--- src/rtl/stc_pkg.sv ---
`timescale 1ns/1ps
package stc_pkg;
  localparam int COEF_W    = 8;
  localparam int TUPLE_MAX = 4;
  localparam int MAG_W     = 2;
  localparam int IDX_W     = 4;
  localparam int CODE_W    = 16;
  localparam int BOOK_W    = 2;

  // Books with bit 1 clear take four-coefficient tuples
  function automatic logic book_quad(input logic [BOOK_W-1:0] b);
    return ~b[1];
  endfunction

  function automatic int book_size(input logic [BOOK_W-1:0] b);
    return b[1] ? 2 : 4;
  endfunction

  function automatic logic [MAG_W-1:0] book_limit(input logic [BOOK_W-1:0] b);
    return b[1] ? MAG_W'(3) : MAG_W'(1);
  endfunction
endpackage

--- src/rtl/stc_tuple_asm.sv ---
`timescale 1ns/1ps
module stc_tuple_asm
  import stc_pkg::*;
#(
  parameter int CW = COEF_W,
  parameter int TN = TUPLE_MAX,
  parameter int MW = MAG_W,
  parameter int BW = BOOK_W
) (
  input  logic                   clk,
  input  logic                   rst_n,
  input  logic                   in_valid,
  output logic                   in_ready,
  input  logic [CW-1:0]          in_coef,
  input  logic [BW-1:0]          in_book,
  input  logic                   take,
  output logic                   full,
  output logic [BW-1:0]          t_book,
  output logic [TN-1:0][MW-1:0]  t_mag,
  output logic [TN-1:0]          t_neg,
  output logic                   t_over
);
  localparam int CNT_W = (TN > 1) ? $clog2(TN) : 1;

  logic [CNT_W-1:0]         cnt_q, cnt_d;
  logic                     full_q, full_d;
  logic [BW-1:0]            book_q, book_d;
  logic [TN-1:0][MW-1:0]    mag_q, mag_d;
  logic [TN-1:0]            neg_q, neg_d;
  logic                     over_q, over_d;

  logic                     accept, first, last, ovf;
  logic [BW-1:0]            cur_book;
  logic [CW:0]              ext, abs_w;

  assign accept   = in_valid && !full_q;
  assign first    = (cnt_q == '0);
  assign cur_book = first ? in_book : book_q;

  always_comb begin
    ext   = {in_coef[CW-1], in_coef};
    abs_w = in_coef[CW-1] ? (~ext + 1'b1) : ext;
    ovf   = abs_w > {{(CW+1-MW){1'b0}}, book_limit(cur_book)};
    last  = (int'(cnt_q) + 1) == book_size(cur_book);
  end

  // next state
  always_comb begin
    cnt_d  = cnt_q;
    full_d = full_q;
    book_d = book_q;
    mag_d  = mag_q;
    neg_d  = neg_q;
    over_d = over_q;
    if (take) begin
      full_d = 1'b0;
    end
    if (accept) begin
      if (first) begin
        mag_d  = '0;
        neg_d  = '0;
        over_d = 1'b0;
        book_d = in_book;
      end
      mag_d[cnt_q] = abs_w[MW-1:0];
      neg_d[cnt_q] = in_coef[CW-1];
      over_d       = over_d | ovf;
      if (last) begin
        cnt_d  = '0;
        full_d = 1'b1;
      end else begin
        cnt_d = cnt_q + 1'b1;
      end
    end
  end

  // registers
  always_ff @(posedge clk or negedge rst_n) begin
    if (!rst_n) begin
      cnt_q  <= '0;
      full_q <= 1'b0;
      book_q <= '0;
      mag_q  <= '0;
      neg_q  <= '0;
      over_q <= 1'b0;
    end else begin
      full_q <= full_d;
      if (accept) begin
        cnt_q  <= cnt_d;
        book_q <= book_d;
        mag_q  <= mag_d;
        neg_q  <= neg_d;
        over_q <= over_d;
      end
    end
  end

  assign in_ready = !full_q;
  assign full     = full_q;
  assign t_book   = book_q;
  assign t_mag    = mag_q;
  assign t_neg    = neg_q;
  assign t_over   = over_q;

  // a partly filled tuple never reaches its book's size
  a_r1_cnt_bound: assert property (@(posedge clk) disable iff (!rst_n)
    (cnt_q != '0) |-> (int'(cnt_q) < book_size(book_q)));

  // the book stays fixed once a tuple has started
  a_r1_book_kept: assert property (@(posedge clk) disable iff (!rst_n)
    (cnt_q != '0) |=> $stable(book_q));

  // a waiting tuple is neither lost nor overwritten
  a_r9_full_hold: assert property (@(posedge clk) disable iff (!rst_n)
    (full_q && !take) |=> (full_q && $stable(mag_q) && $stable(neg_q)));
endmodule

--- src/rtl/stc_codebook.sv ---
`timescale 1ns/1ps
module stc_codebook #(
  parameter int BW = 2,
  parameter int IW = 4,
  parameter int KW = 16,
  parameter int LW = 5
) (
  input  logic [BW-1:0] book,
  input  logic [IW-1:0] idx,
  output logic [KW-1:0] code,
  output logic [LW-1:0] code_len
);
  localparam int NB = 1 << BW;

  logic [KW-1:0] tab_code [NB];
  logic [LW-1:0] tab_len  [NB];

  for (genvar g = 0; g < NB; g++) begin : g_book
    if (g % 2 == 1) begin : g_flat
      // fixed-length code: the index itself
      assign tab_code[g] = {idx, {(KW-IW){1'b0}}};
      assign tab_len[g]  = LW'(IW);
    end else begin : g_steep
      // k ones then a terminating zero, left-aligned
      assign tab_code[g] = ~({KW{1'b1}} >> idx);
      assign tab_len[g]  = LW'(idx) + LW'(1);
    end
  end

  assign code     = tab_code[book];
  assign code_len = tab_len[book];

  always_comb begin
    // every codeword is between 1 and KW bits long
    a_r3_len_range: assert (code_len >= LW'(1) && code_len <= LW'(KW));
    // nothing is set below the codeword
    a_r6_code_tail: assert ((code << code_len) == '0);
  end
endmodule

--- src/rtl/stc_sign_merge.sv ---
`timescale 1ns/1ps
module stc_sign_merge #(
  parameter int TN = 4,
  parameter int MW = 2,
  parameter int KW = 16,
  parameter int LW = 5,
  parameter int FW = KW + TN
) (
  input  logic                  quad,
  input  logic [TN-1:0][MW-1:0] mag,
  input  logic [TN-1:0]         neg,
  input  logic [KW-1:0]         code,
  input  logic [LW-1:0]         code_len,
  output logic [FW-1:0]         field,
  output logic [LW-1:0]         total_len
);
  localparam int PAIR = TN / 2;

  int pos;

  always_comb begin
    field = {code, {TN{1'b0}}};
    pos   = int'(code_len);
    for (int i = 0; i < TN; i++) begin
      if ((quad || i < PAIR) && mag[i] != '0) begin
        field[FW-1-pos] = neg[i];
        pos = pos + 1;
      end
    end
    total_len = LW'(pos);
  end
endmodule

--- src/rtl/stc_out_stage.sv ---
`timescale 1ns/1ps
module stc_out_stage #(
  parameter int FW = 20,
  parameter int LW = 5
) (
  input  logic          clk,
  input  logic          rst_n,
  input  logic          full,
  input  logic          over,
  input  logic [FW-1:0] field,
  input  logic [LW-1:0] len,
  input  logic          out_ready,
  output logic          take,
  output logic          out_valid,
  output logic [FW-1:0] out_bits,
  output logic [LW-1:0] out_len,
  output logic          err
);
  logic          v_q, v_d;
  logic          e_q, e_d;
  logic [FW-1:0] b_q;
  logic [LW-1:0] l_q;
  logic          load;

  always_comb begin
    take = full && (!v_q || out_ready);
    load = take && !over;
    e_d  = take && over;
    if (load)           v_d = 1'b1;
    else if (out_ready) v_d = 1'b0;
    else                v_d = v_q;
  end

  always_ff @(posedge clk or negedge rst_n) begin
    if (!rst_n) begin
      v_q <= 1'b0;
      e_q <= 1'b0;
      b_q <= '0;
      l_q <= '0;
    end else begin
      v_q <= v_d;
      e_q <= e_d;
      if (load) begin
        b_q <= field;
        l_q <= len;
      end
    end
  end

  assign out_valid = v_q;
  assign out_bits  = b_q;
  assign out_len   = l_q;
  assign err       = e_q;

  // a stalled word stays put
  a_r8_hold: assert property (@(posedge clk) disable iff (!rst_n)
    (out_valid && !out_ready) |=> (out_valid && $stable(out_bits) && $stable(out_len)));

  // an error is a single-cycle pulse
  a_r7_err_pulse: assert property (@(posedge clk) disable iff (!rst_n)
    err |=> !err);

  // length within the field and no stray bits below it
  a_r6_len_cap: assert property (@(posedge clk) disable iff (!rst_n)
    out_valid |-> (out_len != '0 && out_len <= LW'(FW) && (out_bits << out_len) == '0));
endmodule

--- src/rtl/stc_tuple_coder.sv ---
`timescale 1ns/1ps
module stc_tuple_coder
  import stc_pkg::*;
#(
  parameter int CW = COEF_W,
  parameter int TN = TUPLE_MAX,
  parameter int MW = MAG_W,
  parameter int IW = IDX_W,
  parameter int KW = CODE_W,
  parameter int BW = BOOK_W,
  localparam int FW = KW + TN,
  localparam int LW = $clog2(FW + 1)
) (
  input  logic          clk,
  input  logic          rst_n,
  input  logic          in_valid,
  output logic          in_ready,
  input  logic [CW-1:0] in_coef,
  input  logic [BW-1:0] in_book,
  output logic          out_valid,
  input  logic          out_ready,
  output logic [LW-1:0] out_len,
  output logic [FW-1:0] out_bits,
  output logic          range_err
);
  logic [1:0]            rst_pipe;
  logic                  core_rst_n;

  logic                  take, full, t_over, quad;
  logic [BW-1:0]         t_book;
  logic [TN-1:0][MW-1:0] t_mag;
  logic [TN-1:0]         t_neg;
  logic [IW-1:0]         idx;
  logic [KW-1:0]         code;
  logic [LW-1:0]         code_len, total_len;
  logic [FW-1:0]         field;

  // asynchronous assert, synchronous release
  always_ff @(posedge clk or negedge rst_n) begin
    if (!rst_n) rst_pipe <= '0;
    else        rst_pipe <= {rst_pipe[0], 1'b1};
  end
  assign core_rst_n = rst_pipe[1];

  stc_tuple_asm #(.CW(CW), .TN(TN), .MW(MW), .BW(BW)) u_asm (
    .clk      (clk),
    .rst_n    (core_rst_n),
    .in_valid (in_valid),
    .in_ready (in_ready),
    .in_coef  (in_coef),
    .in_book  (in_book),
    .take     (take),
    .full     (full),
    .t_book   (t_book),
    .t_mag    (t_mag),
    .t_neg    (t_neg),
    .t_over   (t_over)
  );

  // table index from the held magnitudes
  always_comb begin
    quad = book_quad(t_book);
    idx  = '0;
    if (quad) begin
      for (int i = 0; i < TN; i++) idx[IW-1-i] = (t_mag[i] != '0);
    end else begin
      idx = IW'({t_mag[0], t_mag[1]});
    end
  end

  stc_codebook #(.BW(BW), .IW(IW), .KW(KW), .LW(LW)) u_book (
    .book     (t_book),
    .idx      (idx),
    .code     (code),
    .code_len (code_len)
  );

  stc_sign_merge #(.TN(TN), .MW(MW), .KW(KW), .LW(LW), .FW(FW)) u_merge (
    .quad      (quad),
    .mag       (t_mag),
    .neg       (t_neg),
    .code      (code),
    .code_len  (code_len),
    .field     (field),
    .total_len (total_len)
  );

  stc_out_stage #(.FW(FW), .LW(LW)) u_out (
    .clk       (clk),
    .rst_n     (core_rst_n),
    .full      (full),
    .over      (t_over),
    .field     (field),
    .len       (total_len),
    .out_ready (out_ready),
    .take      (take),
    .out_valid (out_valid),
    .out_bits  (out_bits),
    .out_len   (out_len),
    .err       (range_err)
  );
endmodule

--- config.mk ---
export PLATFORM = sky130hd
export DESIGN_NAME = stc_tuple_coder
export DESIGN_NICKNAME = d
export VERILOG_FILES = /design/src/rtl/stc_pkg.sv /design/src/rtl/stc_tuple_asm.sv /design/src/rtl/stc_codebook.sv /design/src/rtl/stc_sign_merge.sv /design/src/rtl/stc_out_stage.sv /design/src/rtl/stc_tuple_coder.sv
export SDC_FILE = /design/constraint.sdc
export NUM_CORES = 1
export LEC_CHECK = 0
export CAP_MARGIN = 20
export CELL_PAD_IN_SITES_DETAIL_PLACEMENT = 0
export CELL_PAD_IN_SITES_GLOBAL_PLACEMENT = 1
export CORE_ASPECT_RATIO = 0.7
export CORE_MARGIN = 2
export CORE_UTILIZATION = 45
export CTS_BUF_LIST = sky130_fd_sc_hd__clkbuf_4 sky130_fd_sc_hd__clkbuf_8
export CTS_CLUSTER_DIAMETER = 100
export DETAILED_ROUTE_END_ITERATION = 8
export PLACE_DENSITY = 0.94
export SETUP_SLACK_MARGIN = 0.2
export SLEW_MARGIN = 25
export SYNTH_ARGS = -nofsm -noshare
export SYNTH_HDL_FRONTEND = slang
export SYNTH_SLANG_ARGS = --single-unit
--- constraint.sdc ---
create_clock -name clk -period 1.8 [get_ports clk]
set_input_delay 0.27 -clock clk [delete_from_list [all_inputs] [get_ports clk]]
set_output_delay 0.27 -clock clk [all_outputs]
set_load 0.1 [all_outputs]
==> metrics.md <==
| Metric | Value |
|---|---|
| Setup crit start kind | register |
| Pre-antenna DRT Iters | 6 |
| Max FO, Critical Path | 4 |
| Vias in the first global route | just over 5,000 |
| Ports | 42 |
| Netlist cell types | a little under 80 |
| Gate Count Post-Synth | approximately 570 |
| Worst setup path category | reg -> reg |
| Clk pin slew, worst setup/hold paths | approximately 110 ps |
| Filler instances | 675 |
| Residual DRC | 0 |
| Ys async rst share | 100% |
| Slew Viols, Final | 0 |
| Worst Hold Class | in -> async |
| Family with the most delay on the worst path | simple AND/OR/NAND/NOR gates |
| Synth top area share | 25.4% |
| Status | finished, violations left |
| DIE WIDTH | 125 um |
| TritonCTS clock tree | done |
| Top post-synthesis cells by area | dfrtp_1 (25%), ha_1 (9.2%), nand2_1 (6.3%) |
| Flop2flop setup slack | -3070 ps |
| Initial antenna violation count | 0 |
| Port bufs | between 40 and 50 |
| Hold Fails Final Rpt | 0 |
| Routed WL per cell | around 19 um |
| Failing checks | setup timing |
| Die height | between 80 and 90 um |
| Clk sinks | 47 |
| Vias | approximately 5,500 |
| Critical-path cell list | or3_4 > and2_4 > ha_4 > o21a_1 > or3_4 > buf_6 > ha_4 > and3_4 > buf_6 > xor3_2 > nor3_2 > o21ai_1 > o211ai_1 > ha_1 > or4bb_4 > nor4_4 > nand2_1 > nand3_1 > o21ai_1 > o31ai_1 |
| #FFs+latches synth | 47 |
| Core region area | 0.00987 mm^2 |
| Antenna Violating Nets Remaining | 0 |
| Post-DP HPWL | about 13 mm |
| Req. time, crit path | approximately 2000 ps |
| CP max stage delay | ~570 ps |
| Insertion delay to the later sink of the worst-skew pair | between 300 and 400 ps |
| Post-synthesis cell area | 0.00463 mm^2 |
| Post-synth top cells | nand2_1 (78), dfrtp_1 (47), nor2_1 (38) |
| Final setup fails | 25 |
| GP Congestion | just over 1 |
| Slew @ Worst Pin | approximately 670 ps |
| Worst Reg-to-Reg Cells | 20 |
| FF-to-FF Start | u_asm.t_mag[6] |
| Slew HR | 55.2% |
| Fin crit period | about 4900 ps |
| Non-filler cells, final | around 900 |
| Die Area | 0.0111 mm^2 |
| Syn avg cell area | a little over 8 um^2 |
| Overall Global Routing Usage | roughly 30% |
| Syn. warnings | 0 |
| Global-route wire length before repair | 26.0 mm |
| Number of synthesized flops with an enable pin | 0 |
| Post-synth top area cell | dfrtp_1 |
| Worst Slack Setup Final | -3070 ps |
| Final #Nets | 821 |
| Fraction of layout cells with a size suffix above 1 | between 40% and 50% |
| Routed WL | 17.3 mm |
| Max_cap viols | 0 |
| Final Skew | approximately 10 ps |
| Row cnt | 30 |
| Initial core utilization | a little under half |
| Antenna diode count | 0 |
| # placed instances | 862 |
| Ys flop type | dfrtp_1 |
| Largest net degree at the start of global routing | 26 |
| Register area share after synthesis | between 20% and 30% |
| Area Growth Syn to Fin | 58.6% |
| Critical path buffers and inverters | 2 |
| CP max stage cell | or4bb_4 |
| Clock root buffer | clkbuf_8 |
| Setup crit end kind | register |
| Tcrit/Tclk final | 271% |
| DR iter-0 viols | approximately 610 |
| Gr ovfl total | 0 |
| Reg-to-reg endpoint | u_out.out_bits[7] |
| Clock Path Buffers | 2 |
| Fmax | approximately 210 MHz |
| Count leader, synth | nand2_1 |
| Crit path DAT | between 5000 and 6000 ps |
| CTS H-tree lvls | 2 |
| RSZ-0062 raised after global routing | yes |
| Total CTS buffers | 5 |
| Avg Vias per Cell | between 6 and 7 |
per-layer routing:
| layer | GRT usage [%] | part of all wire [%] | wire length (um) | up-vias |
|---|---|---|---|---|
| met4 | 7.07 | 2.4 | 410 | 0 |
| met1 | 39.7 | 43 | 7350 | 2652 |
| met3 | 6.40 | 8.2 | 1420 | 60 |
| li1 | - | - | - | 2476 |
| met2 | 49.7 | 47 | 8090 | 280 |
| met5 | 0 | 0 | 0 | - |
cell families after synthesis:
family	Yosys count	synth area share [%]
AOI/OAI and AO/OA	143	21.8
and+or+nand+nor	227	25.4
other	1	0.0809
buffers and inverters	66	6.21
DFF	47	25.4
adders and majority gates	34	9.18
xor gates and xnor gates	24	6.29
muxes	25	5.67
metrics by stage:
stage | setup WS (ps) | utilization, % | hold WS, ps | TNS [ps] | cell area [um^2]
2_1_floorplan | -2800 | - | -25.6 | -60820 | 4890
3_3_place_gp | -2930 | 65.6 | 206 | -63970 | 6470
3_5_place_dp | -3160 | 65.6 | 202 | -68340 | 6470
4_1_cts | -2880 | 71.0 | 89.6 | -63130 | 7010
5_1_grt | -3240 | 74.4 | 87.6 | -70600 | 7350
6_report | -3070 | 74.4 | 94.4 | -67150 | 7350
final cells by class:
type                       instances  area [um^2]  area share (%)
clock inverter                     3         27.5           0.375
tap                              128          160            2.18
sequential                        47         1180            16.1
inverter                          31          129            1.75
timing repair buffer             231         1970            26.8
clock buffer                       5         68.8           0.936
multi-input combinational        457         3810            51.9
worst reg2reg max path, cell delays in order (launching register included):
cell      delay, ps
dfrtp_1         400
or3_4           390
and2_4          160
ha_4            160
o21a_1          130
or3_4           440
buf_6           150
ha_4            150
and3_4          160
buf_6           120
xor3_2          410
nor3_2          180
o21ai_1          80
o211ai_1         90
ha_1            270
or4bb_4         570
nor4_4          290
nand2_1         180
nand3_1         120
o21ai_1          80
o31ai_1         260
placed cells by master (no fill, tap or decap), drive strengths merged, types with 7 or more instances in the layout:
cell type and instances:
and3 15, o31ai 8, or3 7, mux2 10
mux2i 15, nor4 8, nor3 15, inv 30
dfrtp 47, nand2b 10, xor2 7, o21ai 45
ha 34, clkdlybuf4s50 11, o311ai 7, nand3 25
o211ai 8, buf 218, a21oi 20, nor2 39
xnor2 14, nand2 78
worst max-delay path by stage:
stage	startpoint	to	slack (ps)	cells after the start
floorplan	u_asm.t_book[1]	u_out.out_bits[5]	-2800	19
global placement	u_asm.t_book[1]	u_out.out_bits[18]	-2930	20
detailed placement	u_asm.t_book[1]	u_out.out_bits[16]	-3160	21
CTS	u_asm.t_mag[6]	u_out.out_bits[5]	-2880	20
global route	u_asm.t_mag[6]	u_out.out_bits[7]	-3240	20
finish	u_asm.t_mag[6]	u_out.out_bits[7]	-3070	20
state kept, by name (all words and copies together), names as in the netlist:
register / flops
rst_pipe: 2
u_asm.cnt_q: 2
u_asm.full: 1
u_asm.t_book: 2
u_asm.t_mag: 8
u_asm.t_neg: 4
u_asm.t_over: 1
u_out.err: 1
u_out.out_bits: 20
u_out.out_len: 5
u_out.out_valid: 1
timing repair:
action,4_1_cts,5_1_grt
setup endpoints to repair,27,27
hold buffers,0,0
setup buffers,22,10
gates resized for setup,70,57
pin swaps,39,27
Power is left out: the tool's default activity adds up to more than one toggle a clock period on the data nets, which glitch-free logic cannot reach.
